### src/rtl/flash_seq_pkg.sv
package flash_seq_pkg;

    localparam logic [15:0] KEY_ADDR  = 16'h5555;
    localparam logic [15:0] ALT_ADDR  = 16'h2AAA;
    localparam logic [7:0]  UNLOCK_A  = 8'hAA;
    localparam logic [7:0]  UNLOCK_B  = 8'h55;
    localparam logic [7:0]  BYTE_PROG = 8'hA0;
    localparam logic [7:0]  BYTE_ERAS = 8'h80;
    localparam logic [7:0]  BYTE_IDIN = 8'h90;
    localparam logic [7:0]  BYTE_EXIT = 8'hF0;
    localparam logic [7:0]  BYTE_CHIP = 8'h10;
    localparam logic [7:0]  BYTE_SECT = 8'h30;
    localparam logic [7:0]  BYTE_LOCK = 8'h40;

    typedef enum logic [2:0] {
        OP_NONE         = 3'd0,
        OP_PROGRAM      = 3'd1,
        OP_CHIP_ERASE   = 3'd2,
        OP_SECTOR_ERASE = 3'd3,
        OP_LOCKOUT      = 3'd4,
        OP_ID_ENTER     = 3'd5,
        OP_ID_EXIT      = 3'd6
    } op_kind_e;

    typedef enum logic [2:0] {
        CODE_OTHER,
        CODE_PROG,
        CODE_ERASE,
        CODE_ID_IN,
        CODE_EXIT,
        CODE_CHIP,
        CODE_SECTOR,
        CODE_LOCK
    } cmd_code_e;

    typedef enum logic [2:0] {
        ST_READ,
        ST_UNLOCK1,
        ST_UNLOCK2,
        ST_PROG_ARMED,
        ST_ERASE_ARMED,
        ST_ERASE_U1,
        ST_ERASE_U2
    } seq_state_e;

    typedef struct packed {
        logic      key_hit;
        logic      unlock1;
        logic      unlock2;
        cmd_code_e code;
    } wr_class_t;

endpackage

### src/rtl/flash_strobe_filter.sv
module flash_strobe_filter #(
    parameter int ADDR_W  = 17,
    parameter int DATA_W  = 8,
    parameter int MIN_LOW = 2
) (
    input  logic              clk,
    input  logic              rst_n,
    input  logic              we_n,
    input  logic [ADDR_W-1:0] addr,
    input  logic [DATA_W-1:0] data,
    output logic              wr_valid,
    output logic [ADDR_W-1:0] wr_addr,
    output logic [DATA_W-1:0] wr_data
);

    localparam int               CNT_W   = $clog2(MIN_LOW + 1);
    localparam logic [CNT_W-1:0] LOW_LIM = CNT_W'(MIN_LOW);

    logic             we_q;
    logic [CNT_W-1:0] low_cnt;
    logic             fall_seen;
    logic             rise_seen;

    assign fall_seen = we_q && !we_n;
    assign rise_seen = !we_q && we_n;

    always_ff @(posedge clk or negedge rst_n) begin
        if (!rst_n) begin
            we_q     <= 1'b1;
            low_cnt  <= '0;
            wr_valid <= 1'b0;
            wr_addr  <= '0;
            wr_data  <= '0;
        end else begin
            we_q     <= we_n;
            wr_valid <= 1'b0;
            if (fall_seen) begin
                wr_addr <= addr;
                low_cnt <= CNT_W'(1);
            end else if (!we_q && !we_n) begin
                if (low_cnt < LOW_LIM) begin
                    low_cnt <= low_cnt + 1'b1;
                end
            end else if (rise_seen) begin
                wr_data  <= data;
                wr_valid <= (low_cnt >= LOW_LIM);
            end
        end
    end

    // a completed write is reported for a single cycle
    assert_wr_pulse_R2: assert property (@(posedge clk) disable iff (!rst_n)
        wr_valid |=> !wr_valid);

endmodule

### src/rtl/flash_cmd_classify.sv
module flash_cmd_classify
    import flash_seq_pkg::*;
#(
    parameter int DATA_W = 8
) (
    input  logic [15:0]       key_addr,
    input  logic [DATA_W-1:0] data,
    output wr_class_t         cls
);

    logic at_key;
    logic at_alt;

    assign at_key = (key_addr == KEY_ADDR);
    assign at_alt = (key_addr == ALT_ADDR);

    always_comb begin
        cls.key_hit = at_key;
        cls.unlock1 = at_key && (data == DATA_W'(UNLOCK_A));
        cls.unlock2 = at_alt && (data == DATA_W'(UNLOCK_B));
        if (data == DATA_W'(BYTE_PROG)) begin
            cls.code = CODE_PROG;
        end else if (data == DATA_W'(BYTE_ERAS)) begin
            cls.code = CODE_ERASE;
        end else if (data == DATA_W'(BYTE_IDIN)) begin
            cls.code = CODE_ID_IN;
        end else if (data == DATA_W'(BYTE_EXIT)) begin
            cls.code = CODE_EXIT;
        end else if (data == DATA_W'(BYTE_CHIP)) begin
            cls.code = CODE_CHIP;
        end else if (data == DATA_W'(BYTE_SECT)) begin
            cls.code = CODE_SECTOR;
        end else if (data == DATA_W'(BYTE_LOCK)) begin
            cls.code = CODE_LOCK;
        end else begin
            cls.code = CODE_OTHER;
        end
    end

endmodule

### src/rtl/flash_seq_fsm.sv
module flash_seq_fsm
    import flash_seq_pkg::*;
#(
    parameter int ADDR_W = 17,
    parameter int DATA_W = 8
) (
    input  logic              clk,
    input  logic              rst_n,
    input  logic              wr_valid,
    input  logic              op_busy,
    input  wr_class_t         cls,
    input  logic [ADDR_W-1:0] wr_addr,
    input  logic [DATA_W-1:0] wr_data,
    output logic              op_start,
    output op_kind_e          op_kind,
    output logic [ADDR_W-1:0] op_addr,
    output logic [DATA_W-1:0] op_data,
    output logic              id_mode
);

    seq_state_e state, state_nxt;
    logic       start_nxt;
    op_kind_e   kind_nxt;
    logic       accept;

    assign accept = wr_valid && !op_busy;

    always_comb begin
        state_nxt = state;
        start_nxt = 1'b0;
        kind_nxt  = OP_NONE;
        if (accept) begin
            unique case (state)
                ST_READ: begin
                    if (cls.unlock1) begin
                        state_nxt = ST_UNLOCK1;
                    end else if (cls.code == CODE_EXIT) begin
                        start_nxt = 1'b1;
                        kind_nxt  = OP_ID_EXIT;
                    end
                end
                ST_UNLOCK1: begin
                    state_nxt = cls.unlock2 ? ST_UNLOCK2 : ST_READ;
                end
                ST_UNLOCK2: begin
                    state_nxt = ST_READ;
                    if (cls.key_hit) begin
                        case (cls.code)
                            CODE_PROG:  state_nxt = ST_PROG_ARMED;
                            CODE_ERASE: state_nxt = ST_ERASE_ARMED;
                            CODE_ID_IN: begin
                                start_nxt = 1'b1;
                                kind_nxt  = OP_ID_ENTER;
                            end
                            CODE_EXIT: begin
                                start_nxt = 1'b1;
                                kind_nxt  = OP_ID_EXIT;
                            end
                            default: ;
                        endcase
                    end
                end
                ST_PROG_ARMED: begin
                    state_nxt = ST_READ;
                    start_nxt = 1'b1;
                    kind_nxt  = OP_PROGRAM;
                end
                ST_ERASE_ARMED: begin
                    state_nxt = cls.unlock1 ? ST_ERASE_U1 : ST_READ;
                end
                ST_ERASE_U1: begin
                    state_nxt = cls.unlock2 ? ST_ERASE_U2 : ST_READ;
                end
                ST_ERASE_U2: begin
                    state_nxt = ST_READ;
                    if (cls.code == CODE_SECTOR) begin
                        start_nxt = 1'b1;
                        kind_nxt  = OP_SECTOR_ERASE;
                    end else if (cls.key_hit && cls.code == CODE_CHIP) begin
                        start_nxt = 1'b1;
                        kind_nxt  = OP_CHIP_ERASE;
                    end else if (cls.key_hit && cls.code == CODE_LOCK) begin
                        start_nxt = 1'b1;
                        kind_nxt  = OP_LOCKOUT;
                    end
                end
                default: state_nxt = ST_READ;
            endcase
        end
    end

    // State register
    always_ff @(posedge clk or negedge rst_n) begin
        if (!rst_n) begin
            state <= ST_READ;
        end else begin
            state <= state_nxt;
        end
    end

    // Output register
    always_ff @(posedge clk or negedge rst_n) begin
        if (!rst_n) begin
            op_start <= 1'b0;
            op_kind  <= OP_NONE;
            op_addr  <= '0;
            op_data  <= '0;
            id_mode  <= 1'b0;
        end else begin
            op_start <= start_nxt;
            if (start_nxt) begin
                op_kind <= kind_nxt;
                op_addr <= wr_addr;
                op_data <= wr_data;
                if (kind_nxt == OP_ID_ENTER) begin
                    id_mode <= 1'b1;
                end else if (kind_nxt == OP_ID_EXIT) begin
                    id_mode <= 1'b0;
                end
            end
        end
    end

    // start lasts a single cycle
    assert_single_pulse_R12: assert property (@(posedge clk) disable iff (!rst_n)
        op_start |=> !op_start);

    // every start follows a completed write
    assert_start_cause_R12: assert property (@(posedge clk) disable iff (!rst_n)
        op_start |-> $past(wr_valid));

    // a write during busy never yields a start
    assert_busy_drop_R11: assert property (@(posedge clk) disable iff (!rst_n)
        (wr_valid && op_busy) |=> !op_start);

    // decoder state holds while busy
    assert_state_hold_R11: assert property (@(posedge clk) disable iff (!rst_n)
        op_busy |=> $stable(state));

    // identification mode turns on only with an entry start
    assert_id_rise_R8: assert property (@(posedge clk) disable iff (!rst_n)
        $rose(id_mode) |-> (op_start && op_kind == OP_ID_ENTER));

    // identification mode turns off only with an exit start
    assert_id_fall_R9: assert property (@(posedge clk) disable iff (!rst_n)
        $fell(id_mode) |-> (op_start && op_kind == OP_ID_EXIT));

endmodule

### src/rtl/flash_cmd_seq.sv
module flash_cmd_seq
    import flash_seq_pkg::*;
#(
    parameter int ADDR_W  = 17,
    parameter int DATA_W  = 8,
    parameter int MIN_LOW = 2
) (
    input  logic              clk,
    input  logic              rst_n,
    input  logic [ADDR_W-1:0] bus_addr,
    input  logic [DATA_W-1:0] bus_data,
    input  logic              bus_we_n,
    input  logic              op_busy,
    output logic              op_start,
    output logic [2:0]        op_kind,
    output logic [ADDR_W-1:0] op_addr,
    output logic [DATA_W-1:0] op_data,
    output logic              id_mode
);

    logic              wr_valid;
    logic [ADDR_W-1:0] wr_addr;
    logic [DATA_W-1:0] wr_data;
    wr_class_t         cls;
    op_kind_e          kind_w;

    flash_strobe_filter #(
        .ADDR_W  (ADDR_W),
        .DATA_W  (DATA_W),
        .MIN_LOW (MIN_LOW)
    ) u_filter (
        .clk      (clk),
        .rst_n    (rst_n),
        .we_n     (bus_we_n),
        .addr     (bus_addr),
        .data     (bus_data),
        .wr_valid (wr_valid),
        .wr_addr  (wr_addr),
        .wr_data  (wr_data)
    );

    flash_cmd_classify #(
        .DATA_W (DATA_W)
    ) u_class (
        .key_addr (wr_addr[15:0]),
        .data     (wr_data),
        .cls      (cls)
    );

    flash_seq_fsm #(
        .ADDR_W (ADDR_W),
        .DATA_W (DATA_W)
    ) u_fsm (
        .clk      (clk),
        .rst_n    (rst_n),
        .wr_valid (wr_valid),
        .op_busy  (op_busy),
        .cls      (cls),
        .wr_addr  (wr_addr),
        .wr_data  (wr_data),
        .op_start (op_start),
        .op_kind  (kind_w),
        .op_addr  (op_addr),
        .op_data  (op_data),
        .id_mode  (id_mode)
    );

    assign op_kind = kind_w;

endmodule

### config.mk
export PLATFORM = sky130hd
export DESIGN_NAME = flash_cmd_seq
export DESIGN_NICKNAME = d
export VERILOG_FILES = /design/src/rtl/flash_seq_pkg.sv /design/src/rtl/flash_strobe_filter.sv /design/src/rtl/flash_cmd_classify.sv /design/src/rtl/flash_seq_fsm.sv /design/src/rtl/flash_cmd_seq.sv
export SDC_FILE = /design/constraint.sdc
export NUM_CORES = 1
export LEC_CHECK = 0
export CORE_ASPECT_RATIO = 1.5
export CORE_UTILIZATION = 48
export DETAILED_ROUTE_END_ITERATION = 12
export GPL_TIMING_DRIVEN = 0
export HOLD_SLACK_MARGIN = 0.08
export MAX_ROUTING_LAYER = met4
export PLACE_DENSITY = 0.81
export SETUP_SLACK_MARGIN = 0.02
export SYNTH_ARGS = -nofsm -noshare
export SYNTH_HDL_FRONTEND = slang
export SYNTH_HIERARCHICAL = 1
export SYNTH_SLANG_ARGS = --single-unit
### constraint.sdc
create_clock -name clk -period 2.6 [get_ports clk]
set_clock_uncertainty 0.2 [all_clocks]
set_input_delay 0.26 -clock clk [delete_from_list [all_inputs] [get_ports clk]]
set_output_delay 0.26 -clock clk [all_outputs]
set_load 0.01 [all_outputs]
==> qor.yml, run 1 <==
outcome:
  outcome: "finished clean"
die:
  core.rowCount: 36
  die_width_um: 69.7
  core-area_um2: 6580
  io-pin-count: 59
  die_h_um: 104
  initial_core_util_pct: 50.2
  die_area_um2: 7220
global_route:
  grt_antenna_before_repair: 0
  grt_pass1_wl_um: 13400
  overflow: 0
  grt_pass1_vias: 2689
  grt.total_usage_pct: 24.6
  grt_max_degree: 36
setup_path:
  worstSetupStartpoint: "u_filter/wr_data[4]$_DFFE_PN0P_"
  required_ns: 2.66
  crit_path_end: "u_fsm/op_addr[12]$_DFFE_PN0P_"
  crit_path_end_kind: "flop"
  arrival_ns: 2.63
  crit_fanout: 5
  timing.rr.end: "u_fsm/op_addr[12]$_DFFE_PN0P_"
  timing.rr.start: "u_filter/wr_data[4]$_DFFE_PN0P_"
  reg2regPathDepth: 9
  path_class: "reg2reg"
  start_kind: "flop"
  r2r_setup_slack_ns: 0.03
yosys:
  synthTopCellsByArea: "dfrtp_1 46%, nand2_1 6.4%, nand3_2 6.1%"
  yosysSeqAreaShare_pct: 47.0
  synth_top_area_cell: "dfrtp_1"
  ys_ff_latch: 62
  avgSynthCellArea_um2: 10.9
  synth.net_count: 332
  synth_ff_type: "dfrtp_1"
  async_reset_ff_share_pct: 100
  synth_top_area_share_pct: 46.2
  yosysWarningCount: 6
  syn_inst: 302
  yosys.cell_types.count: 52
  synth_edf_count: 0
  syn-cell-area_um2: 3300
placement:
  place_ws_ns: -0.286
  place_congestion: 0.889
  hpwl_um: 5460
  numPortBuffers: 58
clock_tree:
  root_buffer: "clkbuf_8"
  cts_max_path_buffers: 2
  tritoncts: "built"
  clk_pin_slew_ns: 0.07
  insertion_delay_ns: 0.35
  cts_sinks: 62
  cts_buffers: 9
  h-tree-depth: 3
sta:
  rsz0062_at_grt: "yes"
  hold_viol: 0
  slew-limit-headroom_pct: 56.4
  report.final.slew_viol_count: 0
  min_period_ns: 2.57
  fmax_mhz: 390
  fin_ws_ns: 0.0328
  fin_crit_sh_pct: 98.7
  worst_slew_pin_slew_ns: 0.655
  final-setup-viol-count: 0
  holdWs_ns: 0.262
  fin_tns_setup_ns: 0
finish:
  nFillCells: 474
  drive_gt1_share_pct: 32.0
  area_delta_synth_final_pct: 37.8
  nets: 419
  antenna_cells: 0
routing:
  drt-total-wl_um: 8370
  dr.pass1.iters: 7
  postRouteAntennaNets: 0
  drc: 0
  post_drt_wl_per_cell_um: 17.8
  vias: 2802
  vias_per_cell: 5.96
  drtIter0Drc: 246
power_and_ir_drop:
  p_leak_uw: 0.00210
  irDropWorstVdd_v: 0.000435
  p_per_area_nw_per_um2: 807
job:
  drv_cap: 0
hold_path:
  hp-class: "in2reg"
[synth_stat cells (3+ instances only)]
cell type	number
inv_1	3
nor4bb_1	7
a21oi_1	7
nand3_2	20
dfrtp_1	61
o21ai_0	5
nand2_1	56
mux2_4	9
buf_6	11
nand3_1	9
nor2_1	13
buf_2	3
o211ai_1	25
mux2_2	16
and3_1	3
nor2b_1	4
clkbuf_1	3
[cells by family (layout without fill, tap and decap cells)]
| kind of cell | Yosys count | after routing | synth area share [%] |
|---|---|---|---|
| and+or+nand+nor | 138 | 138 | 25.5 |
| DFF | 62 | 62 | 47.0 |
| AOI/OAI and AO/OA | 52 | 52 | 11.3 |
| muxes | 25 | 25 | 9.55 |
| buffers and inverters | 23 | 115 | 5.95 |
| adders and majority gates | 1 | 1 | 0.379 |
| xor gates and xnor gates | 1 | 1 | 0.265 |
[worst min path at each step]
stage / endpoint / startpoint / slack (ns) / cells past startpoint
4_1_cts: u_filter/we_q$_DFF_PN1_ / bus_we_n / 0.26 / 1
2_1_floorplan: u_filter/low_cnt[0]$_DFFE_PN0P_ / rst_n / -0.24 / 0
3_5_place_dp: u_fsm/op_start$_DFF_PN0_ / rst_n / 0.12 / 1
6_report: u_filter/we_q$_DFF_PN1_ / bus_we_n / 0.26 / 1
5_1_grt: u_filter/we_q$_DFF_PN1_ / bus_we_n / 0.28 / 1
3_3_place_gp: u_fsm/op_kind[0]$_DFFE_PN0P_ / u_fsm/op_kind[0]$_DFFE_PN0P_ / 0.26 / 1
[state kept, by name, summed over array words and instances, names as in the netlist]
register	cells
u_fsm/op_addr	17
u_fsm/op_start	1
u_filter/wr_valid	1
u_filter/wr_data	8
u_fsm/id_mode	1
u_fsm/state	3
u_filter/we_q	1
u_fsm/op_kind	3
u_filter/low_cnt	2
u_fsm/op_data	8
u_filter/wr_addr	17
[per-layer routing]
| metal | vias to the layer above | part of all wire (%) | GRT usage, % |
|---|---|---|---|
| li1 | 1259 | - | - |
| met1 | 1364 | 39 | 29.1 |
| met2 | 146 | 51 | 38.8 |
| met3 | 33 | 5.5 | 4.86 |
| met4 | 0 | 4.2 | 14.4 |
| met5 | - | 0 | - |
[power breakdown]
part / internal [uW] / switching (uW) / total, uW
Combinational: 702 / 580 / 1280
Clock: 738 / 406 / 1140
Sequential: 1100 / 146 / 1250
[layout by cell type (no fill, tap or decap), drive strengths merged, types with 2 or more instances in the layout]
master	instances
mux2	25
a21oi	7
buf	32
nand2	56
and2	3
o21a	2
clkbuf	15
nor2	14
o21ai	9
and4bb	2
clkdlybuf4s50	57
nand4	2
inv	4
nor4bb	7
dfrtp	61
o31ai	2
bufinv	4
nand3	29
a21o	2
and2b	3
nor3b	2
and3	3
and4b	2
nor2b	6
o211ai	25
[worst max-delay path: stages (launching register included)]
cell and delay, ns:
dfrtp_2 0.43, or4b_4 0.60, a21oi_4 0.18, and3b_2 0.25
o21ai_2 0.18, and2_4 0.19, buf_12 0.13, clkbuf_16 0.15
nand3_2 0.06, o211ai_1 0.10
[timing repair]
action	in CTS	in global routing
hold endpoints to repair	26	0
cloned	0	3
pin swaps	2	9
setup buffers	8	6
endpoints found under the setup margin	29	26
resized for setup	14	18
hold buffers	1	0
[stage by stage]
stage	power, uW	cells	cell area (um2)	utilization, %
after floorplan	1940	302	3300	-
after global placement	2210	436	3980	60.5
after detailed placement	2260	437	3990	60.7
after CTS	3460	462	4380	66.6
after global routing	3830	470	4550	69.2
final	3670	470	4550	69.2
[area by class of cell]
class	instances	area [um2]	area share [%]
clock buffers	9	124	2.72
repair buffers	77	790	17.4
multi-input cells	217	1600	35.1
clock inverters	7	145	3.19
plain buffers	19	225	4.95
inverters	3	11.3	0.248
well taps	76	95.1	2.09
flip-flops and latches	62	1560	34.3
Note: power is estimated with default switching activity, not from simulation.
==> run 2: changes to the inputs <==
Settings changed: ABC_AREA set to 1, CORE_UTILIZATION 48 to 47, PLACE_DENSITY 0.81 to 0.8.
==> run 2 against run 1 <==
Effect of this change:
- count of clock-buffer cells in the layout rose by 3
- cell area fell by 8.5%
- worst hold slack got worse by 0.027 ns
- sequential cell count did not move
- via count rose by 6.7%
==> qor.yml, run 2 <==
setup_path:
  crit_path_end_kind: "flop"
  reg2regPathDepth: 16  # +7
  arrival_ns: 2.43  # -0.20 ns
  crit_fanout: 10  # +5
  required_ns: 2.62  # -0.04 ns
  timing.rr.start: "u_filter/wr_data[0]$_DFFE_PN0P_"
  start_kind: "flop"
  timing.rr.end: "u_fsm/op_kind[0]$_DFFE_PN0P_"
  path_class: "reg2reg"
  r2r_setup_slack_ns: 0.19  # +0.16 ns
global_route:
  grt_antenna_before_repair: 0  # unchanged
  grt_max_degree: 33  # -8.3%
  overflow: 0  # unchanged
  grt.total_usage_pct: 24.2  # -0.41 points
  grt_pass1_wl_um: 13100  # -1.8%
  grt_pass1_vias: 3020  # +12%
finish:
  layout_common_cells: "151 x nand2_1, 63 x nand3_1, 59 x dfrtp_1, 57 x clkdlybuf4s50_1, 36 x nor2_1"
  area_delta_synth_final_pct: 29.0
  utilization_pct: 63.3  # -5.9 points
  nets: 528  # +26%
  layout.cells.most_common: "nand2_1"
  fin_area_um2: 4160  # -8.5%
  drive_gt1_share_pct: 15.7  # -16 points
  top_regs: "u_filter/wr_addr x17, u_fsm/op_addr x17"
  antenna_cells: 0  # unchanged
  nFillCells: 561  # +18%
hold_path:
  min_path_cells: 1  # unchanged
  holdCritStartpoint: "bus_we_n"
  min_delay_worst_endpoint: "u_filter/we_q$_DFF_PN1_"
  hp-class: "in2reg"
die:
  die_area_um2: 7210  # -0.19%
  core.rowCount: 36  # unchanged
  die_h_um: 103  # about the same
  io-pin-count: 59  # unchanged
  die_width_um: 69.7  # about the same
  core-area_um2: 6580  # unchanged
  initial_core_util_pct: 49.1  # -1.1 points
yosys:
  yosysSeqAreaShare_pct: 48.1  # +1.1 points
  synth_most_common_cell: "nand2_1"
  synth_top_area_share_pct: 47.3  # +1.1 points
  yosys.cell_types.count: 26  # -50%
  synthTopCellsByArea: "dfrtp_1 47%, nand2_1 18%, nand3_1 9.8%"
  synth.net_count: 454  # +37%
  syn-cell-area_um2: 3230  # -2.3%
  synth_ff_type: "dfrtp_1"
  syn_inst: 424  # +40%
  yosysWarningCount: 6  # unchanged
  async_reset_ff_share_pct: 100  # unchanged
  synth_edf_count: 0  # unchanged
  synth_top_area_cell: "dfrtp_1"
  ys_ff_latch: 62  # unchanged
  avgSynthCellArea_um2: 7.61  # -30%
  synth_top_cells_by_count: "154 x nand2_1, 63 x nand3_1, 61 x dfrtp_1"
routing:
  post_drt_wl_per_cell_um: 13.4  # -25%
  dr.pass1.iters: 5  # -2
  vias_per_cell: 5.16  # -13%
  drc: 0  # unchanged
  vias: 2989  # +6.7%
  postRouteAntennaNets: 0  # unchanged
  drtIter0Drc: 224  # -8.9%
  drt-total-wl_um: 7750  # -7.4%
clock_tree:
  root_buffer: "clkbuf_8"
  cts_sinks: 62  # unchanged
  cts_max_path_buffers: 2  # unchanged
  tritoncts: "built"
  clk_pin_slew_ns: 0.07  # about the same
  h-tree-depth: 3  # unchanged
  cts_buffers: 9  # unchanged
  insertion_delay_ns: 0.34  # about the same
power_and_ir_drop:
  irDropWorstVdd_v: 0.000409  # -6.0%
  seqPwrFrac_pct: 44.5  # +10 points
  p_clk_share_pct: 27.5  # -3.6 points
  combPwrFrac_pct: 28.1  # -6.8 points
  power_switching_uw: 976  # -14%
  p_per_area_nw_per_um2: 725  # -10%
  switching_share_pct: 32.4  # +1.6 points
  p_leak_uw: 0.00218  # +3.6%
  intPower_uw: 2040  # -20%
sta:
  fin_tns_setup_ns: 0  # unchanged
  fin_crit_sh_pct: 92.8  # -6.0 points
  worst_slew_pin_slew_ns: 0.710  # +0.0553 ns
  hold_viol: 0  # unchanged
  slew-limit-headroom_pct: 52.7  # -3.7 points
  report.final.slew_viol_count: 0  # unchanged
  rsz0062_at_grt: "no"
  min_period_ns: 2.41  # -0.155 ns
  fmax_mhz: 415  # +6.4%
  final-setup-viol-count: 0  # unchanged
placement:
  place_congestion: 1.01  # +14%
  place_area_um2: 3920  # -1.9%
  hpwl_um: 5700  # +4.3%
  numPortBuffers: 58  # unchanged
job:
  drv_cap: 0  # unchanged
outcome:
  outcome: "finished clean"
## run 2: changes by cell type after synthesis, sizes merged, moves of 7 or more
cell,previous run,this run
o211ai,25,1
nor2,14,50
nand2,56,159
nor4bb,7,0
inv,3,42
mux2,25,0
nand3,29,75
## run 2: cells by family (layout without fill, tap and decap cells)
kind of cell	after synthesis	after routing	share of synthesized area [%]
AO/OA/AOI/OAI	12	12	2.25
adder cells (fa/ha/maj)	1	1	0.388
buffers and inverters	59	138	8.45
flip-flops	62	62	48.1
AND/OR/NAND/NOR	290	290	40.8
## run 2: per-layer routing
metal / track usage [%] / wire [um] / share of wire [%] / vias up
li1: - / - / - / 1474
met1: 23.7 / 3000 / 39 / 1399
met2: 45.1 / 4230 / 55 / 96
met3: 5.14 / 332 / 4.3 / 20
met4: 12.6 / 189 / 2.4 / 0
met5: - / 0 / 0 / -
## run 2: how the worst max path moves through the flow
stage                                         start                            to  cells past startpoint
floorplan           u_filter/wr_data[1]$_DFFE_PN0P_  u_fsm/op_kind[0]$_DFFE_PN0P_                     16
global placement                              rst_n     u_fsm/id_mode$_DFFE_PN0P_                      1
detailed placement  u_filter/wr_data[6]$_DFFE_PN0P_  u_fsm/op_addr[9]$_DFFE_PN0P_                     17
CTS                 u_filter/wr_data[6]$_DFFE_PN0P_  u_fsm/op_kind[0]$_DFFE_PN0P_                     17
global route        u_filter/wr_data[0]$_DFFE_PN0P_  u_fsm/op_addr[9]$_DFFE_PN0P_                     16
finish              u_filter/wr_data[0]$_DFFE_PN0P_  u_fsm/op_kind[0]$_DFFE_PN0P_                     16
## run 2: area by class of cell
type	instances	area (um2)	area share [%]
Timing Repair Buffer	63	628	15.1
Clock buffer	12	145	3.49
Buffer	15	110	2.65
Clock inverter	4	47.5	1.14
Multi-Input combinational cell	303	1410	34.0
Inverter	44	168	4.03
Tap cell	76	95.1	2.28
Sequential cell	62	1560	37.4
## run 2: what timing repair did
item	4_1_cts	5_1_grt
setup endpoints to repair	0	23
setup buffers	0	3
endpoints found under the hold margin	30	0
resized for setup	0	10
hold buffers	1	0
## run 2: metrics by stage
stage	worst slack, ns	total power (uW)	hold slack (ns)	instances
after global placement	-0.833	2140	0.258	558
after floorplan	0.475	1770	-0.236	424
final	0.188	3020	0.235	579
after global routing	0.0263	3200	0.231	579
after detailed placement	0.148	2180	0.146	559
after CTS	0.133	3020	0.227	576
## run 2: critical path: stages (launching register included)
cell and delay [ns]:
dfrtp_1 0.41, nor2_2 0.16, nand2_2 0.11, nor2_2 0.17
nor2_1 0.08, nand2_2 0.11, inv_1 0.09, nor2_2 0.11
nand2_1 0.08, nand2_1 0.06, nand2_1 0.08, nand2_1 0.07
nand2_1 0.08, buf_4 0.19, buf_6 0.15, nand3_1 0.07
nand2_1 0.05
## run 2: power by group through the flow
stage	Combinational (uW)	Clock (uW)	Sequential, uW
6_report	847	829	1340
5_1_grt	944	891	1370
4_1_cts	838	839	1340
3_5_place_dp	826	0	1350
3_3_place_gp	801	0	1340
2_1_floorplan	402	0	1370
